<file path="src/rtl/ocl_pkg.sv">
package ocl_pkg;
  typedef enum logic [1:0] {
    STEP_HOLD = 2'd0,
    STEP_UP   = 2'd1,
    STEP_DN   = 2'd2
  } step_e;

  typedef struct packed {
    logic  valid;
    step_e dir;
  } step_t;
endpackage

</file>
<file path="src/rtl/ocl_vote_presum.sv">
module ocl_vote_presum
  import ocl_pkg::*;
#(
  parameter int WIN_LEN = 8
) (
  input  logic  clk,
  input  logic  rst_n,
  input  logic  inc_i,
  input  logic  dec_i,
  output step_t step_o
);
  localparam int CNT_W = (WIN_LEN > 1) ? $clog2(WIN_LEN) : 1;
  localparam int SUM_W = $clog2(WIN_LEN + 1) + 1;

  logic [CNT_W-1:0]        wcnt;
  logic signed [SUM_W-1:0] sum_q;
  logic signed [SUM_W-1:0] sum_nx;
  logic signed [SUM_W-1:0] delta;
  logic                    win_end;

  // Simultaneous votes cancel
  always_comb begin
    unique case ({inc_i, dec_i})
      2'b10:   delta = SUM_W'(1);
      2'b01:   delta = -SUM_W'(1);
      default: delta = '0;
    endcase
  end

  assign sum_nx  = sum_q + delta;
  assign win_end = (wcnt == CNT_W'(WIN_LEN - 1));

  always_ff @(posedge clk) begin
    if (!rst_n) begin
      wcnt   <= '0;
      sum_q  <= '0;
      step_o <= '{valid: 1'b0, dir: STEP_HOLD};
    end else if (win_end) begin
      wcnt         <= '0;
      sum_q        <= '0;
      step_o.valid <= 1'b1;
      if (sum_nx > 0)      step_o.dir <= STEP_UP;
      else if (sum_nx < 0) step_o.dir <= STEP_DN;
      else                 step_o.dir <= STEP_HOLD;
    end else begin
      wcnt         <= wcnt + CNT_W'(1);
      sum_q        <= sum_nx;
      step_o.valid <= 1'b0;
    end
  end

  generate
    if (WIN_LEN > 1) begin : g_spacing
      // one step strobe per window, never two in a row
      a_r9_strobe_spacing: assert property (@(posedge clk) disable iff (!rst_n)
        step_o.valid |=> !step_o.valid);
    end
  endgenerate

  // a cycle carrying both votes leaves the running sum unchanged
  a_r5_both_cancel: assert property (@(posedge clk) disable iff (!rst_n)
    (inc_i && dec_i && !win_end) |=> (sum_q == $past(sum_q)));
endmodule

</file>
<file path="src/rtl/ocl_slow_accum.sv">
module ocl_slow_accum
  import ocl_pkg::*;
#(
  parameter int ACC_W  = 12,
  parameter int CODE_W = 6
) (
  input  logic              clk,
  input  logic              rst_n,
  input  step_t             step_i,
  output logic [CODE_W-1:0] code_o
);
  localparam logic [ACC_W-1:0] ACC_MAX = '1;
  localparam logic [ACC_W-1:0] ACC_MID = ACC_W'(1) << (ACC_W - 1);

  logic [ACC_W-1:0] acc_q;
  logic             go_up;
  logic             go_dn;

  assign go_up = step_i.valid && (step_i.dir == STEP_UP) && (acc_q != ACC_MAX);
  assign go_dn = step_i.valid && (step_i.dir == STEP_DN) && (acc_q != '0);

  always_ff @(posedge clk) begin
    if (!rst_n)     acc_q <= ACC_MID;
    else if (go_up) acc_q <= acc_q + ACC_W'(1);
    else if (go_dn) acc_q <= acc_q - ACC_W'(1);
  end

  assign code_o = acc_q[ACC_W-1 -: CODE_W];

  a_r2_step_up: assert property (@(posedge clk) disable iff (!rst_n)
    (step_i.valid && step_i.dir == STEP_UP && acc_q != ACC_MAX)
      |=> (acc_q == $past(acc_q) + ACC_W'(1)));

  a_r4_step_down: assert property (@(posedge clk) disable iff (!rst_n)
    (step_i.valid && step_i.dir == STEP_DN && acc_q != '0)
      |=> (acc_q == $past(acc_q) - ACC_W'(1)));

  a_r3_hold: assert property (@(posedge clk) disable iff (!rst_n)
    (!step_i.valid || step_i.dir == STEP_HOLD) |=> $stable(acc_q));

  a_r6_no_wrap_top: assert property (@(posedge clk) disable iff (!rst_n)
    (acc_q == ACC_MAX && step_i.valid && step_i.dir == STEP_UP) |=> (acc_q == ACC_MAX));

  a_r7_no_wrap_bottom: assert property (@(posedge clk) disable iff (!rst_n)
    (acc_q == '0 && step_i.valid && step_i.dir == STEP_DN) |=> (acc_q == '0));
endmodule

</file>
<file path="src/rtl/ocl_therm_enc.sv">
module ocl_therm_enc #(
  parameter int CODE_W = 6,
  localparam int LINES = (1 << CODE_W) - 1
) (
  input  logic              clk,
  input  logic              rst_n,
  input  logic [CODE_W-1:0] code_i,
  output logic [LINES-1:0]  therm_o
);
  generate
    for (genvar i = 0; i < LINES; i++) begin : g_line
      assign therm_o[i] = (code_i > CODE_W'(i));
    end
  endgenerate

  // population of high lines tracks the code
  always_comb begin
    if (rst_n) a_r8_count: assert ($countones(therm_o) == int'(code_i));
  end

  // a code change never toggles more than one line per cycle
  a_r8_one_line: assert property (@(posedge clk) disable iff (!rst_n)
    $countones(therm_o ^ $past(therm_o)) <= 1);
endmodule

</file>
<file path="src/rtl/offset_cancel_ctrl.sv">
module offset_cancel_ctrl
  import ocl_pkg::*;
#(
  parameter int WIN_LEN = 8,
  parameter int ACC_W   = 12,
  parameter int CODE_W  = 6,
  localparam int LINES  = (1 << CODE_W) - 1
) (
  input  logic              clk,
  input  logic              rst_n,
  input  logic              inc_i,
  input  logic              dec_i,
  output logic [CODE_W-1:0] code_o,
  output logic [LINES-1:0]  ios_p_o,
  output logic [LINES-1:0]  ios_n_o
);
  step_t             step;
  logic [CODE_W-1:0] code;
  logic [LINES-1:0]  therm;

  ocl_vote_presum #(.WIN_LEN(WIN_LEN)) u_presum (
    .clk    (clk),
    .rst_n  (rst_n),
    .inc_i  (inc_i),
    .dec_i  (dec_i),
    .step_o (step)
  );

  ocl_slow_accum #(.ACC_W(ACC_W), .CODE_W(CODE_W)) u_accum (
    .clk    (clk),
    .rst_n  (rst_n),
    .step_i (step),
    .code_o (code)
  );

  ocl_therm_enc #(.CODE_W(CODE_W)) u_therm (
    .clk     (clk),
    .rst_n   (rst_n),
    .code_i  (code),
    .therm_o (therm)
  );

  assign code_o  = code;
  assign ios_p_o = therm;
  assign ios_n_o = ~therm;
endmodule

</file>
<file path="config.mk">
export PLATFORM = sky130hd
export DESIGN_NAME = offset_cancel_ctrl
export DESIGN_NICKNAME = d
export VERILOG_FILES = /design/src/rtl/ocl_pkg.sv /design/src/rtl/ocl_vote_presum.sv /design/src/rtl/ocl_slow_accum.sv /design/src/rtl/ocl_therm_enc.sv /design/src/rtl/offset_cancel_ctrl.sv
export SDC_FILE = /design/constraint.sdc
export NUM_CORES = 1
export LEC_CHECK = 0
export ABC_AREA = 0
export ABC_CLOCK_PERIOD_IN_PS = 3300
export BUFFER_PORTS_ARGS = -buffer_cell sky130_fd_sc_hd__buf_2
export CAP_MARGIN = 20
export CELL_PAD_IN_SITES_DETAIL_PLACEMENT = 0
export CELL_PAD_IN_SITES_GLOBAL_PLACEMENT = 1
export CORE_MARGIN = 4
export CORE_UTILIZATION = 29
export DETAILED_ROUTE_END_ITERATION = 16
export PLACE_DENSITY_LB_ADDON = 0.1
export SYNTH_ARGS = -nofsm -noshare
export SYNTH_HDL_FRONTEND = slang
export SYNTH_SLANG_ARGS = --single-unit
</file>
<file path="constraint.sdc">
create_clock -name clk -period 3.3 [get_ports clk]
set_input_delay 0.33 -clock clk [delete_from_list [all_inputs] [get_ports clk]]
set_output_delay 0.33 -clock clk [all_outputs]
set_load 0.1 [all_outputs]
</file>
# Word-level counts from Yosys, hierarchy flattened
# Index checks and enable logic that the tools add are counted.
word_totals:
  reg_bits: 23
  in_bits: 4
  output_inout_bits: 132
  wordCells: 95
op_classes:
  add_sub_neg: 4
  magnitude_cmp: 65
  n_eq_ne: 6
  muxes: 6
  n_bitwise: 2
  n_reduce_logical: 7
ops:
  columns: ["cell", "n"]
  rows:
  - ["6-bit > comparator, second input constant", 31]
  - ["6-bit by 5-bit > comparator with 1-bit output, second input constant", 16]
  - ["63-bit inverter", 1]
  - ["6-bit by 4-bit > comparator with 1-bit output, second input constant", 8]
  - ["6-bit by 3-bit > comparator with 1-bit output, second input constant", 4]
  - ["12-bit 2-to-1 mux", 2]
  - ["12-bit by 1-bit adder with 12-bit output, second input constant", 1]
  - ["6-bit by 1-bit > comparator with 1-bit output, second input constant", 2]
  - ["6-bit by 2-bit > comparator with 1-bit output, second input constant", 2]
  - ["12-bit != test, second input constant", 1]
  - ["12-bit nonzero test", 1]
  - ["12-bit by 1-bit subtractor with 12-bit output, second input constant", 1]
  - ["5-bit case mux with 2 select lines", 1]
  - ["5-bit adder", 1]
  - ["5-bit by 1-bit > comparator with 1-bit output, second input constant", 1]
  - ["5-bit by 1-bit less-than comparator with 1-bit output, second input constant", 1]
  - ["2-bit by 1-bit equality test with 1-bit output, second input constant", 2]
  - ["2-bit equality test, second input constant", 2]
  - ["1-bit logical AND", 4]
  - ["2-bit 2-to-1 mux", 2]
  - ["3-bit by 1-bit adder with 3-bit output, second input constant", 1]
  - ["3-bit equality test, second input constant", 1]
  - ["2-bit nonzero test", 1]
  - ["2-bit OR reduction", 1]
  - ["2 further kinds", 2]

# Depth between registers and ports, before layout
logic_depth:
  depth_word: 6
  ltp_mapped: 10
  depth_no_buf: 10

# Hierarchy
# Synthesis repeated with hierarchy kept, for this count alone.
unflattened:
  hier_cells: 363
  hier_area_um2: 2542.4
by_module_without_submodules:
  columns: ["mod", "n_inst", "cells_per_inst", "area_per_inst_um2", "seq_area_each_um2"]
  rows:
  - ["ocl_slow_accum", 1, 136, 1126.1, 240.2]
  - ["ocl_therm_enc", 1, 109, 635.6, 0.0]
  - ["ocl_vote_presum", 1, 55, 544.3, 220.2]
  - ["offset_cancel_ctrl", 1, 63, 236.5, 0.0]

# Worst setup path before layout
# Ideal clock, no wire load.
synth_timing:
  path_kind: "reg-to-output"
  startpoint: "reg u_accum.acc_q[10]"
  endpoint: "out ios_p_o[5]"
  arrival_ns: 7.790
  required_ns: 2.970
  setup_slack_ns: -4.820
  stages_incl_launch_ff: 8
  n_path_buf: 1
  path_cell_list: "dfxtp_1 > buf_2 > nor2_1 > inv_2 > nor2_1 > inv_1 > a21oi_1 > inv_1"
synth_via:
  elab_chain_len: 1
synth_lines:
  columns: ["element", "line", "text"]
  rows:
  - ["start: declaration", "ocl_slow_accum.sv:15", "logic [ACC_W-1:0] acc_q;"]
  - ["start signal: assignment", "ocl_slow_accum.sv:24", "else if (go_up) acc_q <= acc_q + ACC_W'(1);"]
  - ["start signal: assignment", "ocl_slow_accum.sv:25", "else if (go_dn) acc_q <= acc_q - ACC_W'(1);"]
  - ["6-bit by 3-bit > comparator with 1-bit output", "ocl_therm_enc.sv:12", "assign therm_o[i] = (code_i > CODE_W'(i));"]
  - ["end: declaration", "offset_cancel_ctrl.sv:14", "output logic [LINES-1:0] ios_p_o,"]
# Every way passes these cells.

# Final worst setup path
layout_timing:
  startpoint: "reg u_accum.acc_q[6]"
  endpoint: "reg u_accum.acc_q[9]"
layout_via:
  elab_chain_len: 3
  word_cells_on_any_way: 9
  cone_classes: "2 x add/sub; 1 x eq/ne; 2 x mux; 4 x reduce/logical"
layout_lines:
  columns: ["element", "line"]
  rows:
  - ["12-bit by 1-bit subtractor with 12-bit output (tied with other cells)", "ocl_slow_accum.sv:25"]
  - ["12-bit 2-to-1 mux (tied with other cells)", "ocl_slow_accum.sv:25"]
  - ["12-bit 2-to-1 mux or 2-bit nonzero test (tied branches)", null]
# Several ways; a longest one is shown, not always the timed one. The select of a mux whose other input is x is not followed.
# A chain may end at the register's enable or synchronous reset.

==> implementation parameters <==
Parameter                              Value

Status
  Outcome ... complete, no violations

Cells and area
  Share of cells above drive strength 1 ... 48.20%
  Number of nets in the layout ... 495
  Layout Area Growth over Synthesis ... 46.84%
  Number of antenna repair diodes ... 0
  Filler-free cell count of the finished design ... 573

Detailed routing
  Via count ... 2656
  Met2 wirelength from detailed routing ... 3.987 mm
  Highest metal layer used by the detailed router ... met4
  Detail Route Antenna Nets ... 0
  Initial drt markers ... 49
  Final Routed Wirelength ... 7.982 mm
  Wire per inst ... 13.93 um
  DRC errors left ... 0
  Post-detailed-route via-to-cell ratio ... 4.635
  Wire length the detailed router placed on met1 ... 3.492 mm
  Routed met3 length ... 476 um
  Router iterations before antenna repair ... 4

Hold path
  Worst hold path class ... primary input to register

Timing
  Share of the cycle needed by the critical path after routing ... 88.51%
  Slew margin rel. ... 60.57%
  Hold Vio Cnt, Final ... 0
  Worst Tran Pin Value ... 0.5909 ns
  Worst clock skew ... 0.006751 ns
  Post-route setup slack ... 0.3792 ns
  Shortest period the worst path allows ... 2.921 ns
  Final slew viol count ... 0
  Achievable Freq ... 0.3424 GHz
  Setup repair after global routing missed its margin ... no
  Number of failing setup endpoints in the final timing report ... 0

Place
  Instance count after placement with tap cells included ... 569
  Pre-CTS setup slack ... 0.3344 ns
  Placed wire-length estimate ... 6.537 mm
  Count of buffers from port buffering ... 135
  GPL Wtd Cong ... 0.8443

Global routing
  Pin count of the biggest net entering global routing ... 39
  Total track usage ... 16.12%
  Antenna violations before repair ... 0
  Vias in the first global route ... 2510
  Leftover overflow at the end of global routing ... 0
  Global-route wire length before repair ... 13.16 mm

Critical path
  Req. time, crit path ... 3.50 ns
  Critical path fanouts, max ... 10
  CP Buf/Inv Count ... 0
  Cell chain of the critical path ... nand4_1 -> o31ai_4 -> ha_1 -> nand2_1 -> o21ai_1 -> o211ai_1 -> a2111oi_0 -> nand3b_1
  Worst Setup Start Kind ... register
  Type of destination of the critical path ... register
  Crit path DAT ... 3.12 ns
  Max incr delay on CP ... 0.60 ns
  Worst setup path category ... register to register
  Crit-path slowest cell ... dfxtp_1
  Kind of cell with the highest combined delay on the critical path ... compound AO/OA/AOI/OAI gates

Synth
  Count of unique library cells instantiated by Yosys ... 51
  Async set or reset register ratio after synthesis ... 0%
  Number of standard cells after synthesis ... 350
  Synthesized area divided by synthesized cell count ... 6.731 um2
  #FFs+latches synth ... 23
  Most common flop cell mapped by yosys ... dfxtp_1
  Total nets after synthesis ... 373
  Cell area after synthesis ... 2356 um2
  Count of flip-flops with a built-in enable after synthesis ... 0
  Register area share after synthesis ... 19.54%
  Synth warn ... 0

CTS
  Buffers inserted by post-CTS timing repair ... 0
  Clock transition at the registers of the reported paths ... 0.09 ns
  TritonCTS clock tree ... built
  Source-to-sink clock delay at the later pin of the worst-skew pair ... 0.26 ns
  Largest buffer count on any clock path ... 2
  Post-CTS Resized ... 0
  H-tree lvl count ... 1
  Num Clock Sinks ... 23
  CTS Hold Bufs ... 0
  Root cell of the clock tree ... clkbuf_8
  Number of clock buffers inserted by TritonCTS ... 3

Floorplanning
  Die area ... 9630 um2
  Total I/O pin count ... 136
  Placement Rows ... 32
  Die Ht ... 98.14 um
  Starting density of the core ... 30.18%
  Chip width ... 98.14 um
  Core Footprint ... 7807 um2

Pwr
  Leak pwr ... 1.732 nW
  Pwr/cell area ... 157.7 nW/um2
  Peak VDD IR ... 223.5 uV

Flow run
  Reported max-cap violation count ... 0
[worst register-to-register path, cell delays in order (launching register included)]
cell and delay (ns):
dfxtp_1 0.60, nand4_1 0.22, o31ai_4 0.51, ha_1 0.38
nand2_1 0.13, o21ai_1 0.28, o211ai_1 0.17, a2111oi_0 0.41
nand3b_1 0.17
[routing by layer]
layer / vias up / global-route usage, %
met5: - / 0
met4: 0 / 1.891
met3: 2 / 2.357
met2: 76 / 29.58
met1: 1207 / 20.57
li1: 1371 / -
[final cells by class]
type	instances	area, um2
Fill cell	831	4348
Multi-Input combinational cell	235	1780
Timing Repair Buffer	141	720.7
Sequential cell	23	465.4
Inverter	68	319.1
Tap cell	102	127.6
Clock buffer	3	41.29
Clock inverter	1	5.005
[final timing paths]
path | start | cells past startpoint | to | slack [ns]
worst max-delay path | u_accum.acc_q[6]$_SDFFE_PN0P_ | 8 | u_accum.acc_q[9]$_SDFFE_PN0P_ | 0.38
worst min-delay path | rst_n | 3 | u_presum.step_o[2]$_SDFF_PN0_ | 0.40
worst max register to register | u_accum.acc_q[6]$_SDFFE_PN0P_ | 8 | u_accum.acc_q[9]$_SDFFE_PN0P_ | 0.38
worst min register to register | u_presum.wcnt[0]$_SDFF_PP0_ | 1 | u_presum.wcnt[0]$_SDFF_PP0_ | 0.42
[cells in the mapped netlist, drive strengths merged (2+ instances only)]
cell type	instances	area share (%)
a31o	2	0.74
clkbuf	14	2.3
nor3b	2	0.64
xor2	3	1.1
o21ai	18	3.8
a211oi	4	1.7
ha	17	9.0
nor4	2	1.2
or3	4	1.1
and3	2	0.53
a31oi	2	0.53
xnor2	5	1.9
nand3	7	1.5
a21oi	28	5.9
nor2b	6	1.6
inv	68	11
and2	9	2.4
and3b	3	1.1
o211ai	6	2.1
nand2b	6	1.6
fa	2	1.7
o21bai	3	0.96
o22ai	2	0.53
a211o	2	0.74
or2	2	0.53
nand3b	2	0.64
buf	10	3.3
dfxtp	23	20
nor2	30	4.8
a21o	4	1.3
nand2	46	7.3
nand4	5	2.0
nor3	2	0.42
[through the flow]
| stage | total power, W | setup TNS [ns] | instance area [um2] | utilization, % | hold WS [ns] |
|---|---|---|---|---|---|
| 6_report | 0.0005457 | 0 | 3460 | 44.31 | 0.3979 |
| 3_5_place_dp | 0.0003749 | 0 | 3413 | 43.72 | 0.4102 |
| 5_1_grt | 0.0005757 | 0 | 3460 | 44.31 | 0.4142 |
| 3_3_place_gp | 0.0003743 | 0 | 3413 | 43.72 | 0.4104 |
| 2_1_floorplan | 0.0003600 | -17.80 | 2713 | - | 0.3992 |
| 4_1_cts | 0.0005519 | 0 | 3460 | 44.31 | 0.3957 |
[cells in the final DEF, fill, tap and decap left out, types with 4 or more instances in the layout]
master        n
o21ai_1       4
buf_2       135
o211ai_1      5
nand4_1       4
dfxtp_1      19
o21ai_2      11
nand2_2      10
clkinvlp_4   15
a21oi_1      14
and2_1        9
ha_4          4
nand2_1      35
xnor2_1       5
nor2_1       26
nand2b_1      6
dfxtp_2       4
ha_1         13
nand3_1       7
a21o_1        4
inv_1        52
buf_4         6
a21oi_2      11
or3_1         4
nor2b_1       5
[where the power goes]
part           internal [W]  total [W]  switching, W
registers          0.000293   0.000299    0.00000651
logic             0.0000331  0.0000693     0.0000362
clock network     0.0000843   0.000177     0.0000931
[logic make-up (layout without fill, tap and decap cells)]
group           count (synthesis)  count (layout)  synth area share [%]
fa+ha+maj                      19              19                 10.73
xor+xnor                        8               8                 2.974
buf+inv                        92             213                 16.41
flops                          23              23                 19.54
simple gates                  129             129                 27.62
mux                             1               1                0.4249
compound gates                 78              78                 22.30
[sequential cells by signal (all words and copies together) (netlist names)]
name,cells
u_accum.acc_q,12
u_presum.sum_q,5
u_presum.step_o,3
u_presum.wcnt,3
Power figures use the tool's default switching activity.
